## src/rtl/regbank_pkg.sv

```systemverilog
package regbank_pkg;

  typedef enum logic [1:0] {
    SZ_WORD = 2'b00,
    SZ_LOW  = 2'b01,
    SZ_HIGH = 2'b10,
    SZ_RSVD = 2'b11
  } size_code_e;

  localparam int unsigned LANES = 2;

endpackage

```

## src/rtl/regbank_lane_decode.sv

```systemverilog
module regbank_lane_decode
  import regbank_pkg::*;
(
  input  logic [1:0]       size,
  output logic [LANES-1:0] lane_mask,
  output logic             illegal
);

  always_comb begin
    lane_mask = '0;
    illegal   = 1'b0;
    case (size_code_e'(size))
      SZ_WORD: lane_mask = 2'b11;
      SZ_LOW:  lane_mask = 2'b01;
      SZ_HIGH: lane_mask = 2'b10;
      default: illegal   = 1'b1;
    endcase
  end

endmodule

```

## src/rtl/regbank_store.sv

```systemverilog
module regbank_store
  import regbank_pkg::*;
#(
  parameter int unsigned NUM_REGS = 4,
  parameter int unsigned LANE_W   = 8,
  localparam int unsigned DATA_W  = LANES * LANE_W,
  localparam int unsigned SEL_W   = $clog2(NUM_REGS)
) (
  input  logic                             clk,
  input  logic                             rst,
  input  logic                             wr_en,
  input  logic [SEL_W-1:0]                 wr_sel,
  input  logic [LANES-1:0]                 lane_mask,
  input  logic [DATA_W-1:0]                wr_data,
  output logic [NUM_REGS-1:0][DATA_W-1:0]  bank
);

  logic word_write;
  assign word_write = &lane_mask;

  // Per-lane write data: a word write takes its own lane, a byte write
  // always sources the lowest lane of the input.
  logic [LANES-1:0][LANE_W-1:0] lane_src;
  for (genvar k = 0; k < LANES; k++) begin : g_src
    assign lane_src[k] = word_write ? wr_data[k*LANE_W +: LANE_W]
                                    : wr_data[LANE_W-1:0];
  end

  for (genvar r = 0; r < NUM_REGS; r++) begin : g_reg
    logic hit;
    assign hit = wr_en && (wr_sel == SEL_W'(r));
    for (genvar k = 0; k < LANES; k++) begin : g_lane
      always_ff @(posedge clk) begin
        if (rst) begin
          bank[r][k*LANE_W +: LANE_W] <= '0;
        end else if (hit && lane_mask[k]) begin
          bank[r][k*LANE_W +: LANE_W] <= lane_src[k];
        end
      end
    end

    // a reset edge leaves this register at zero
    a_r1_reset_clears : assert property (@(posedge clk)
      rst |=> (bank[r] == '0));
  end

endmodule

```

## src/rtl/regbank_read_port.sv

```systemverilog
module regbank_read_port
  import regbank_pkg::*;
#(
  parameter int unsigned NUM_REGS = 4,
  parameter int unsigned LANE_W   = 8,
  localparam int unsigned DATA_W  = LANES * LANE_W,
  localparam int unsigned SEL_W   = $clog2(NUM_REGS)
) (
  input  logic                             clk,
  input  logic                             rst,
  input  logic [NUM_REGS-1:0][DATA_W-1:0]  bank,
  input  logic [SEL_W-1:0]                 sel,
  input  logic [1:0]                       size,
  output logic [DATA_W-1:0]                data,
  output logic                             illegal
);

  logic [LANES-1:0] mask;

  regbank_lane_decode u_dec (
    .size      (size),
    .lane_mask (mask),
    .illegal   (illegal)
  );

  logic [DATA_W-1:0] word;
  assign word = bank[sel];

  always_comb begin
    data = '0;
    case (mask)
      2'b11:   data = word;
      2'b01:   data = {{LANE_W{1'b0}}, word[LANE_W-1:0]};
      2'b10:   data = {{LANE_W{1'b0}}, word[DATA_W-1:LANE_W]};
      default: data = '0;
    endcase
  end

  // a reserved size code returns no data
  a_r6_rsvd_read_zero : assert property (@(posedge clk) disable iff (rst)
    illegal |-> (data == '0));

  // byte reads never drive the upper half
  a_r4_byte_read_upper_zero : assert property (@(posedge clk) disable iff (rst)
    (size != 2'b00) |-> (data[DATA_W-1:LANE_W] == '0));

endmodule

```

## src/rtl/regbank_lanes.sv

```systemverilog
module regbank_lanes
  import regbank_pkg::*;
#(
  parameter int unsigned NUM_REGS = 4,
  parameter int unsigned LANE_W   = 8,
  localparam int unsigned DATA_W  = LANES * LANE_W,
  localparam int unsigned SEL_W   = $clog2(NUM_REGS)
) (
  input  logic              clk,
  input  logic              rst,
  input  logic              wr_en,
  input  logic [SEL_W-1:0]  wr_sel,
  input  logic [1:0]        wr_size,
  input  logic [DATA_W-1:0] wr_data,
  output logic              wr_illegal,
  input  logic [SEL_W-1:0]  rd0_sel,
  input  logic [1:0]        rd0_size,
  output logic [DATA_W-1:0] rd0_data,
  output logic              rd0_illegal,
  input  logic [SEL_W-1:0]  rd1_sel,
  input  logic [1:0]        rd1_size,
  output logic [DATA_W-1:0] rd1_data,
  output logic              rd1_illegal
);

  logic [LANES-1:0]                wr_mask;
  logic [NUM_REGS-1:0][DATA_W-1:0] bank;

  regbank_lane_decode u_wdec (
    .size      (wr_size),
    .lane_mask (wr_mask),
    .illegal   (wr_illegal)
  );

  regbank_store #(.NUM_REGS(NUM_REGS), .LANE_W(LANE_W)) u_store (
    .clk       (clk),
    .rst       (rst),
    .wr_en     (wr_en),
    .wr_sel    (wr_sel),
    .lane_mask (wr_mask),
    .wr_data   (wr_data),
    .bank      (bank)
  );

  regbank_read_port #(.NUM_REGS(NUM_REGS), .LANE_W(LANE_W)) u_rd0 (
    .clk     (clk),
    .rst     (rst),
    .bank    (bank),
    .sel     (rd0_sel),
    .size    (rd0_size),
    .data    (rd0_data),
    .illegal (rd0_illegal)
  );

  regbank_read_port #(.NUM_REGS(NUM_REGS), .LANE_W(LANE_W)) u_rd1 (
    .clk     (clk),
    .rst     (rst),
    .bank    (bank),
    .sel     (rd1_sel),
    .size    (rd1_size),
    .data    (rd1_data),
    .illegal (rd1_illegal)
  );

  // a disabled or reserved-size write changes nothing
  a_r7_no_write_effect : assert property (@(posedge clk) disable iff (rst)
    (!wr_en || (wr_size == 2'b11)) |=> $stable(bank));

  for (genvar r = 0; r < NUM_REGS; r++) begin : g_chk
    // a low-byte write keeps the high byte and stores the data low byte
    a_r4_low_keeps_high : assert property (@(posedge clk) disable iff (rst)
      (wr_en && wr_sel == SEL_W'(r) && wr_size == 2'b01) |=>
        ($stable(bank[r][DATA_W-1:LANE_W]) &&
         bank[r][LANE_W-1:0] == $past(wr_data[LANE_W-1:0])));
    // a high-byte write keeps the low byte and stores the data low byte
    a_r5_high_keeps_low : assert property (@(posedge clk) disable iff (rst)
      (wr_en && wr_sel == SEL_W'(r) && wr_size == 2'b10) |=>
        ($stable(bank[r][LANE_W-1:0]) &&
         bank[r][DATA_W-1:LANE_W] == $past(wr_data[LANE_W-1:0])));
    // a write to another register leaves this one alone
    a_r2_other_reg_stable : assert property (@(posedge clk) disable iff (rst)
      (wr_sel != SEL_W'(r)) |=> $stable(bank[r]));
  end

endmodule

```

## config.mk

```make
export PLATFORM = sky130hd
export DESIGN_NAME = regbank_lanes
export DESIGN_NICKNAME = d
export VERILOG_FILES = /design/src/rtl/regbank_pkg.sv /design/src/rtl/regbank_lane_decode.sv /design/src/rtl/regbank_store.sv /design/src/rtl/regbank_read_port.sv /design/src/rtl/regbank_lanes.sv
export SDC_FILE = /design/constraint.sdc
export NUM_CORES = 1
export LEC_CHECK = 0
export ABC_AREA = 1
export BUFFER_PORTS_ARGS = -buffer_cell sky130_fd_sc_hd__clkbuf_2
export CAP_MARGIN = 20
export CORE_ASPECT_RATIO = 1.25
export CORE_MARGIN = 1.5
export CORE_UTILIZATION = 51
export CTS_BUF_LIST = sky130_fd_sc_hd__clkbuf_4 sky130_fd_sc_hd__clkbuf_8 sky130_fd_sc_hd__clkbuf_16
export DETAILED_ROUTE_END_ITERATION = 10
export HOLD_SLACK_MARGIN = 0.12
export PLACE_DENSITY = 0.77
export SLEW_MARGIN = 15
export SYNTH_ARGS = -nofsm -noshare
export SYNTH_HDL_FRONTEND = slang
export SYNTH_SLANG_ARGS = --single-unit
```

## constraint.sdc

```tcl
create_clock -name clk -period 1.8 [get_ports clk]
set_clock_uncertainty 0.1 [all_clocks]
set_input_delay 0.36 -clock clk [delete_from_list [all_inputs] [get_ports clk]]
set_output_delay 0.36 -clock clk [all_outputs]
set_load 0.02 [all_outputs]
```

==> results of run 1 <==
final cells by class:
cell class | instances | area, um^2 | area share [%]
Clock buffer | 14 | 186 | 3.80
Clock inverter | 2 | 35.0 | 0.714
Inverter | 60 | 228 | 4.64
Multi-Input combinational cell | 550 | 2360 | 48.2
Sequential cell | 64 | 1290 | 26.2
Tap cell | 92 | 115 | 2.35
Timing Repair Buffer | 95 | 691 | 14.1
cells by family after synthesis:
kind of cell           after synthesis
buffers and inverters               96
flip-flops                          64
AND/OR/NAND/NOR                    492
AO/OA/AOI/OAI                       58
layout by cell type (no fill, tap or decap), types with 11 or more instances in the layout:
| cell type | n |
|---|---|
| a21oi_1 | 23 |
| o21ai_0 | 21 |
| nand3_1 | 85 |
| dfxtp_1 | 60 |
| nor2_1 | 121 |
| nor2_2 | 11 |
| nand2_1 | 263 |
| inv_1 | 55 |
| clkbuf_2 | 50 |
| clkbuf_8 | 14 |
| buf_4 | 31 |
worst paths after layout:
check,start,endpoint,slack [ps],depth (start not counted)
worst min-delay path,rst,u_store.bank[33]$_SDFFE_PP0P_,200,2
worst min register to register,u_store.bank[33]$_SDFFE_PP0P_,u_store.bank[33]$_SDFFE_PP0P_,390,2
worst max-delay path,rd0_sel[0],rd0_data[7],20,7
worst max register to register,u_store.bank[40]$_SDFFE_PP0P_,u_store.bank[40]$_SDFFE_PP0P_,970,4
power groups by stage:
stage | logic, uW | registers, uW | clock network, uW
floorplan | 429 | 1520 | 0
global placement | 657 | 1530 | 0
detailed placement | 667 | 1530 | 0
CTS | 677 | 1500 | 1360
global route | 796 | 1510 | 1430
finish | 724 | 1500 | 1360
critical path, stage by stage:
cell and delay, ps:
clkbuf_2 170, buf_4 220, a21oi_1 80, o21ai_1 130, nand3_2 130, nand2_1 90, buf_4 130
layer usage:
metal	up-vias	wire, um	share of wire [%]	GRT usage, %
li1	2354	-	-	-
met1	2136	5030	39	39.4
met2	233	6140	48	55.1
met3	43	1010	7.9	6.85
met4	0	555	4.4	17.1
met5	-	0	0	0
through the flow:
step           cells  hold slack [ps]  instance area, um^2  setup WS [ps]
6_report         877              204                 4910           18.2
4_1_cts          877              197                 4780           8.25
3_5_place_dp     861              381                 4540          -17.9
3_3_place_gp     861              379                 4540           18.8
5_1_grt          877              206                 4910          -41.1
2_1_floorplan    710              354                 3970           22.1
timing repair:
item	CTS	global route
resized for setup	10	59
pin swaps	1	8
endpoints found under the setup margin	7	25
hold endpoints to repair	0	0
==> metrics.md, run 1 <==
| Metric | Value |
|---|---|
| Status | completed |
| Clock power frac | 37.8% |
| Post-synth top cells | 263 x nand2_1, 129 x nor2_1, 92 x nand3_1, 64 x dfxtp_1, 57 x inv_1 |
| CTS tree | built |
| Antenna diodes | 0 |
| Initial antenna violation count | 0 |
| DIE AREA | 8280 um^2 |
| Clock Latency Late Sink | 340 ps |
| Final setup TNS | 0 ps |
| Grt ovf | 0 |
| Drt via density | 5.43 |
| First-pass GRT wire length | 20.6 mm |
| Post-DRT Antenna Nets | 0 |
| Die Ht | 101 um |
| Post-Synth Adder-Cell Area | 0% |
| Vias in the first global route | 4366 |
| Mapped cell area | 3950 um^2 |
| Core box area | 7440 um^2 |
| Routed vias | 4766 |
| Hpwl dp | 9.33 mm |
| Synth top area cells | dfxtp_1 32%, nand2_1 25%, nor2_1 12% |
| Cell with the most instances after synthesis | nand2_1 |
| Final setup vio count | 0 |
| Yosys top cell by area | dfxtp_1 |
| CTS Hold Bufs | 0 |
| Reg power frac | 42.0% |
| Final hold vios | 0 |
| RSZ-0062 raised after global routing | true |
| Share of cells above drive strength 1 | 18.9% |
| Max clock buf depth | 2 |
| FILL cells | 725 |
| Biggest regs | u_store.bank x64 |
| Worst slew pin tran | 389 ps |
| 1st-pass router iterations | 5 |
| Post-CTS setup repair buffer count | 0 |
| Post-layout nets | 811 |
| Minimum clock period | 1780 ps |
| DRT iter0 DRCs | 416 |
| Post-synthesis mux area share | 0% |
| Sw Share | 29.4% |
| Xor/xnor cell area share of the yosys netlist | 0% |
| Max rail drop VDD | 0.690 mV |
| Pint | 2530 uW |
| Critical Path AT | 1320 ps |
| Post-synthesis net count | 741 |
| Drc violations | 0 |
| YS warnings | 0 |
| Share of the synthesized area in the top cell type | 32.5% |
| Post-synthesis cell type count | 20 |
| Ys async rst share | 0% |
| HP Class | in -> reg |
| FF+latch count, synth | 64 |
| Htree depth | 3 |
| GPL Wtd Cong | 0.941 |
| Pin count of the biggest net entering global routing | 57 |
| Port bufs | 65 |
| Die width | 81.7 um |
| Root buffer cell | clkbuf_8 |
| # clock sinks | 64 |
| Slew margin rel. | 73.8% |
| CP required | 1340 ps |
| Max Slew Vio Count | 0 |
| Gate power share | 20.2% |
| Compound-cell area share of the yosys netlist | 7.36% |
| Element type at the critical path end | primary output |
| Pleak | 0.00242 uW |
| Ys flop type | dfxtp_1 |
| GRT Total Usage | 33.0% |
| Final cycle utilization of the critical path | 99.0% |
| Avg Cell Area, Syn | 5.56 um^2 |
| Top reg by flops | u_store.bank |
| Seq/Total Area, Yosys | 32.5% |
| Power per cell area | 730 nW/um^2 |
| Final Util | 65.9% |
| Switch Pwr | 1050 uW |
| CP Max Fanout | 11 |
| Largest family of logic cells by synthesized area | simple AND/OR/NAND/NOR gates |
| WL final | 12.7 mm |
| Syn Inst Count | 710 |
| Num ports | 66 |
| Fmax | 561 MHz |
| Startpoint type of the worst setup path | primary input |
| Post-Synth Simple-Gate Area | 50.3% |
| WS Path Type | in -> out |
| Maxcap violations | 0 |
| Routed wire length per instance | 14.5 um |
| # rows | 35 |
| Number of flops mapped to enable cells by yosys | 0 |
| Largest register FFs | 64 |
| Design Power | 3580 uW |
| Initial core utilization | 53.0% |
| Area Overhead vs Synth | 24.4% |
| Clock transition at path regs | 70 ps |
| TritonCTS Buffers | 9 |
No activity file was read; power rests on OpenSTA's default activity.
==> run 2, diff against run 1 <==
Settings changed: MAX_ROUTING_LAYER set to met4.
==> run 2 against run 1 <==
The run now ends with setup timing left. Combinational power rose by 2.9%. Sequential share of layout area rose by 0.071 points. Register-to-register slack barely moved. Design area barely moved. Core utilization fell by 0.050 points. Sequential power barely moved. Critical path depth did not move. Final cell count rose by 0.23%. Fmax fell by 1.0%. Via count rose by 0.90%. Wire length rose by 6.4%. Critical path type unchanged. Largest power group unchanged.
==> metrics.md, run 2 (same netlist as run 1, synthesis figures left out) <==
| Metric | Value |
|---|---|
| Crit path buffers/inverters | 3 (unchanged) |
| CTS tree | built (unchanged) |
| Startpoint type of the worst setup path | primary input (unchanged) |
| Antenna diodes | 0 (unchanged) |
| Area Overhead vs Synth | 24.3% (was 24.4%) |
| Pin count of the biggest net entering global routing | 57 (unchanged) |
| Minimum clock period | 1800 ps (was 1780 ps) |
| Most frequent cells in the layout | 261 x nand2_1, 121 x nor2_1, 87 x nand3_1, 58 x dfxtp_1, 54 x inv_1 (was 263 x nand2_1, 121 x nor2_1, 85 x nand3_1, 60 x dfxtp_1, 55 x inv_1) |
| WS Path Type | in -> out (unchanged) |
| Vias in the first global route | 4341 (was 4366) |
| DIE AREA | 8280 um^2 (unchanged) |
| CTS Hold Bufs | 0 (unchanged) |
| Initial core utilization | 53.0% (unchanged) |
| Final hold slack | 213 ps (was 204 ps) |
| WL final | 13.6 mm (was 12.7 mm) |
| WHS Path Cells | 3 (was 2) |
| Status | finished, violations left (was completed) |
| Biggest regs | u_store.bank x64 (unchanged) |
| Share of cells above drive strength 1 | 19.6% (was 18.9%) |
| Hpwl dp | 9.70 mm (was 9.33 mm) |
| Max clock buf depth | 2 (unchanged) |
| Pleak | 0.00241 uW (was 0.00242 uW) |
| First-pass GRT wire length | 20.7 mm (was 20.6 mm) |
| Clock transition at path regs | 70 ps (about the same) |
| Max Slew Vio Count | 0 (unchanged) |
| Max rail drop VDD | 0.647 mV (was 0.690 mV) |
| Most common library cell in the layout ignoring fill and taps | nand2_1 (unchanged) |
| Worst Slack Setup Final | -0.596 ps (was 18.2 ps) |
| Post-DRT Antenna Nets | 0 (unchanged) |
| Critical Path AT | 1340 ps (was 1320 ps) |
| Slew margin rel. | 71.4% (was 73.8%) |
| Pre-CTS setup slack | 2.46 ps (was -17.9 ps) |
| Drc violations | 0 (unchanged) |
| TritonCTS Buffers | 9 (unchanged) |
| R2R cell count | 4 (unchanged) |
| DRT iter0 DRCs | 379 (was 416) |
| Htree depth | 3 (unchanged) |
| Slowest Stage Delay on Critical Path | 210 ps (was 220 ps) |
| Routed wire length per instance | 15.4 um (was 14.5 um) |
| Final cycle utilization of the critical path | 100% (was 99.0%) |
| Die Ht | 101 um (unchanged) |
| Power per cell area | 679 nW/um^2 (was 730 nW/um^2) |
| Worst slew pin tran | 424 ps (was 389 ps) |
| 1st-pass router iterations | 5 (unchanged) |
| GPL Wtd Cong | 0.901 (was 0.941) |
| Clock Latency Late Sink | 340 ps (about the same) |
| Maxcap violations | 0 (unchanged) |
| Post-CTS setup repair buffer count | 0 (unchanged) |
| Core box area | 7440 um^2 (unchanged) |
| Grt ovf | 0 (unchanged) |
| Slowest-stage cell, CP | a21oi_1 (was buf_4) |
| Initial antenna violation count | 0 (unchanged) |
| GRT Total Usage | 33.9% (was 33.0%) |
| Drt via density | 5.47 (was 5.43) |
| Num ports | 66 (unchanged) |
| Element type at the critical path end | primary output (unchanged) |
| CP required | 1340 ps (about the same) |
| Die width | 81.7 um (unchanged) |
| Failing checks | setup timing |
| Port bufs | 65 (unchanged) |
| Final setup vio count | 1 (was 0) |
| Top reg by flops | u_store.bank (unchanged) |
| CP Max Fanout | 14 (was 11) |
| Cell Chain, Critical Path | clkbuf_4 > buf_12 > a21oi_1 > o21ai_2 > nand3_1 > nand2_2 > buf_4 (was clkbuf_2 > buf_4 > a21oi_1 > o21ai_1 > nand3_2 > nand2_1 > buf_4) |
| # rows | 35 (unchanged) |
| Root buffer cell | clkbuf_8 (unchanged) |
| Largest register FFs | 64 (unchanged) |
| Post-layout nets | 814 (was 811) |
| Routed vias | 4809 (was 4766) |
| Fmax | 555 MHz (was 561 MHz) |
| Final hold vios | 0 (unchanged) |
| Worst path depth | 7 (unchanged) |
| HP Class | in -> reg (unchanged) |
| # clock sinks | 64 (unchanged) |
| CP delay by family, top | buffers and inverters (unchanged) |
## run 2: cell count changes in the layout (fill, tap and decap cells not counted), sizes merged
| cell | change |
|---|---|
| clkbuf | -9 |
| buf | +7 |
| clkinvlp | +3 |
| clkinv | +2 |
| bufinv | -1 |
## run 2: worst paths after layout
check                                              startpoint  slack [ps]                       endpoint
worst min-delay path                               wr_data[5]         210   u_store.bank[5]$_SDFFE_PP0P_
worst max-delay path                               rd1_sel[0]        -0.6                    rd1_data[7]
worst max register to register  u_store.bank[15]$_SDFFE_PP0P_         980  u_store.bank[15]$_SDFFE_PP0P_
worst min register to register  u_store.bank[38]$_SDFFE_PP0P_         390  u_store.bank[38]$_SDFFE_PP0P_
## run 2: routing by layer
metal | GRT usage [%] | part of all wire, % | vias up
met2 | 58.0 | 48 | 259
li1 | - | - | 2343
met1 | 39.3 | 39 | 2163
met3 | 5.77 | 9.1 | 44
met5 | - | 0 | -
met4 | 12.6 | 3.6 | 0
## run 2: tightest hold or removal path, stage by stage
cell	delay, ps
clkbuf_2	130
nor2_1	60
nor2_1	80
## run 2: per-stage QoR
stage	util (%)	area [um^2]	power, uW	setup TNS [ps]	instances
3_3_place_gp	61.3	4560	2200	0	862
4_1_cts	63.6	4730	3260	-1.47	877
6_report	65.8	4900	3330	-0.596	879
3_5_place_dp	61.3	4560	2210	0	862
5_1_grt	65.8	4900	3440	-87.5	879
2_1_floorplan	-	3970	1950	0	710
## run 2: area by class of cell
type	count	area, um^2
Inverter	60	230
Clock inverter	6	37.5
Clock buffer	9	124
Fill cell	709	2540
Sequential cell	64	1290
Tap cell	92	115
Multi-Input combinational cell	550	2360
Timing Repair Buffer	98	743
## run 2: where the power goes
group,switching [uW],leakage [uW],internal (uW)
logic,480,0.00181,265
clock network,599,0.0000769,484
registers,37.9,0.000523,1460
## run 2: timing repair
item | in CTS | in global routing
pin swaps | 1 | 8
cloned | 0 | 2
setup endpoints to repair | 9 | 30
gates resized for setup | 9 | 69
==> run 3, diff against run 2 <==
Settings changed: GPL_TIMING_DRIVEN set to 0, HOLD_SLACK_MARGIN 0.12 to unset.
==> run 3 against run 2 <==
The flow now finishes without violations. Critical path type unchanged. Design area down 1.6%. Setup slack better by 16 ps. Critical path depth down 1. Clock power up 17%. Non-clock buffer count down 1. Count of clock-buffer cells in the layout unchanged. Combinational power down 2%. Largest power group unchanged.
==> metrics.md, run 3 (same netlist as run 1, synthesis figures left out) <==
| Metric | Value |
|---|---|
| R2R Path End | u_store.bank[50]$_SDFFE_PP0P_ (was u_store.bank[15]$_SDFFE_PP0P_) |
| HP Class | in -> reg (unchanged) |
| Final setup TNS | 0 ps (was -0.596 ps) |
| Die width | 81.7 um (unchanged) |
| Routed vias | 4876 (was 4809) |
| # rows | 35 (unchanged) |
| Flop2flop setup slack | 930 ps (was 980 ps) |
| RR Startpoint | u_store.bank[50]$_SDFFE_PP0P_ (was u_store.bank[15]$_SDFFE_PP0P_) |
| WHS Path Cells | 2 (was 3) |
| Clock Latency Late Sink | 340 ps (about the same) |
| Element type at the critical path end | primary output (unchanged) |
| WS Path Type | in -> out (unchanged) |
| CTS tree | built (unchanged) |
| Top reg by flops | u_store.bank (unchanged) |
| Fmax | 560 MHz (was 555 MHz) |
| Most common library cell in the layout ignoring fill and taps | nand2_1 (unchanged) |
| Switch Pwr | 1150 uW (was 1120 uW) |
| Final setup vio count | 0 (was 1) |
| Initial core utilization | 53.0% (unchanged) |
| Critical Path AT | 1320 ps (was 1340 ps) |
| Worst slew pin tran | 1130 ps (was 424 ps) |
| Pleak | 0.00238 uW (was 0.00241 uW) |
| Final hold vios | 0 (unchanged) |
| Post-DP Area | 4380 um^2 (was 4560 um^2) |
| Max Slew Vio Count | 0 (unchanged) |
| TritonCTS Buffers | 9 (unchanged) |
| Slowest-stage cell, CP | nor2_4 (was a21oi_1) |
| Drc violations | 0 (unchanged) |
| Maxcap violations | 0 (unchanged) |
| Htree depth | 3 (unchanged) |
| Share of cells above drive strength 1 | 19.9% (was 19.6%) |
| Multi-input gate area | 2360 um^2 (about the same) |
| Slew margin rel. | 24.0% (was 71.4%) |
| WL final | 14.6 mm (was 13.6 mm) |
| FILL cells | 746 (was 709) |
| Final cycle utilization of the critical path | 99.1% (was 100%) |
| Largest register FFs | 64 (unchanged) |
| Sequential cell area | 1300 um^2 (was 1290 um^2) |
| Status | completed (was finished, violations left) |
| Sw Share | 33.0% (was 33.5%) |
| Clock power frac | 36.1% (was 32.5%) |
| Post-DRT Antenna Nets | 0 (unchanged) |
| Slowest Stage Delay on Critical Path | 270 ps (was 210 ps) |
| Port bufs | 60 (was 65) |
| Vias in the first global route | 4552 (was 4341) |
| Cell Chain, Critical Path | clkbuf_2 > clkinv_4 > nor2_4 > nand3_1 > nand2_1 > clkbuf_4 (was clkbuf_4 > buf_12 > a21oi_1 > o21ai_2 > nand3_1 > nand2_2 > buf_4) |
| Startpoint type of the worst setup path | primary input (unchanged) |
| Area Overhead vs Synth | 22.3% (was 24.3%) |
| DIE AREA | 8280 um^2 (unchanged) |
| Post-layout nets | 813 (was 814) |
| Minimum clock period | 1780 ps (was 1800 ps) |
| # clock sinks | 64 (unchanged) |
| 1st-pass router iterations | 6 (was 5) |
| GRT Total Usage | 38.4% (was 33.9%) |
| Final Cell Area | 4830 um^2 (was 4900 um^2) |
| Root buffer cell | clkbuf_8 (unchanged) |
| Final hold slack | 181 ps (was 213 ps) |
| GPL Wtd Cong | 0.995 (was 0.901) |
| First-pass GRT wire length | 22.7 mm (was 20.7 mm) |
| Core box area | 7440 um^2 (unchanged) |
| DRT iter0 DRCs | 472 (was 379) |
| Pint | 2350 uW (was 2210 uW) |
| Routed wire length per instance | 16.6 um (was 15.4 um) |
| Initial antenna violation count | 0 (unchanged) |
| RSZ-0062 raised after global routing | true |
| CP required | 1340 ps (about the same) |
| Num ports | 66 (unchanged) |
| R2R cell count | 2 (was 4) |
| Design Power | 3500 uW (was 3330 uW) |
| Max clock buf depth | 2 (unchanged) |
| CTS Hold Bufs | 0 (unchanged) |
| Power per cell area | 725 nW/um^2 (was 679 nW/um^2) |
| HP Start | rst (was wr_data[5]) |
| Pin count of the biggest net entering global routing | 13 (was 57) |
| Die Ht | 101 um (unchanged) |
| Final Util | 64.8% (was 65.8%) |
| Hold Crit Endpoint | u_store.bank[33]$_SDFFE_PP0P_ (was u_store.bank[5]$_SDFFE_PP0P_) |
| Gate power share | 20.9% (was 22.4%) |
| Hpwl dp | 10.7 mm (was 9.70 mm) |
| Max rail drop VDD | 0.474 mV (was 0.647 mV) |
| Biggest regs | u_store.bank x64 (unchanged) |
| CP Max Fanout | 9 (was 14) |
| Reg power frac | 43.0% (was 45.1%) |
| Most frequent cells in the layout | 263 x nand2_1, 119 x nor2_1, 90 x nand3_1, 55 x inv_1, 52 x dfxtp_1 (was 261 x nand2_1, 121 x nor2_1, 87 x nand3_1, 58 x dfxtp_1, 54 x inv_1) |
| Grt ovf | 0 (unchanged) |
| Clock transition at path regs | 70 ps (about the same) |
| Drt via density | 5.55 (was 5.47) |
| Antenna diodes | 0 (unchanged) |
run 3: changes by cell type in the layout (fill, tap and decap cells not counted), sizes merged:
cell / before / now
inv: 58 / 59
clkbuf: 56 / 69
clkinv: 5 / 7
buf: 51 / 37
clkinvlp: 3 / 0
bufinv: 0 / 1
run 3: power by group through the flow:
stage / combinational, uW / sequential [uW] / clock (uW)
2_1_floorplan: 429 / 1520 / 0
3_3_place_gp: 639 / 1530 / 0
3_5_place_dp: 647 / 1540 / 0
4_1_cts: 691 / 1500 / 1250
5_1_grt: 798 / 1510 / 1310
6_report: 730 / 1510 / 1260
run 3: worst max-delay path by stage:
stage	start	endpoint	slack (ps)
2_1_floorplan	rd1_sel[0]	rd1_data[11]	20
3_3_place_gp	rd1_size[1]	rd1_data[3]	-520
3_5_place_dp	rd1_size[1]	rd1_data[1]	-530
4_1_cts	rd1_sel[0]	rd1_data[1]	-8
5_1_grt	u_store.bank[43]$_SDFFE_PP0P_	rd1_data[3]	-8
6_report	rd0_size[1]	rd0_data[0]	20
run 3: routing by layer:
metal  vias to the layer above  wire length [um]  global-route usage [%]
met3                        79              1270                    6.13
met2                       274              6830                    60.8
met4                         0               903                    24.8
met5                         -                 0                       -
li1                       2347                 -                       -
met1                      2176              5620                    44.6
run 3: through the flow:
stage	instances	setup slack [ps]
2_1_floorplan	710	22.1
3_3_place_gp	862	-524
3_5_place_dp	862	-529
4_1_cts	880	-8.34
5_1_grt	879	-8.49
6_report	879	15.5
run 3: final cells by class:
class | count | share of cell area, %
buffer | 34 | 5.86
clock buffer | 9 | 2.57
clock inverter | 7 | 1.48
inverter | 60 | 4.98
multi-input combinational | 550 | 48.9
sequential | 64 | 26.9
tap | 92 | 2.39
timing repair buffer | 63 | 7.00
run 3: repair_timing:
action,in CTS,in global routing
setup buffers,3,0
pin swaps,5,8
endpoints found under the setup margin,32,32
gates resized for setup,58,57
hold endpoints to repair,0,0
run 3: critical path, delay by kind of cell:
family | cells | cell delay, ps
buf+inv | 3 | 410
simple gates | 3 | 550
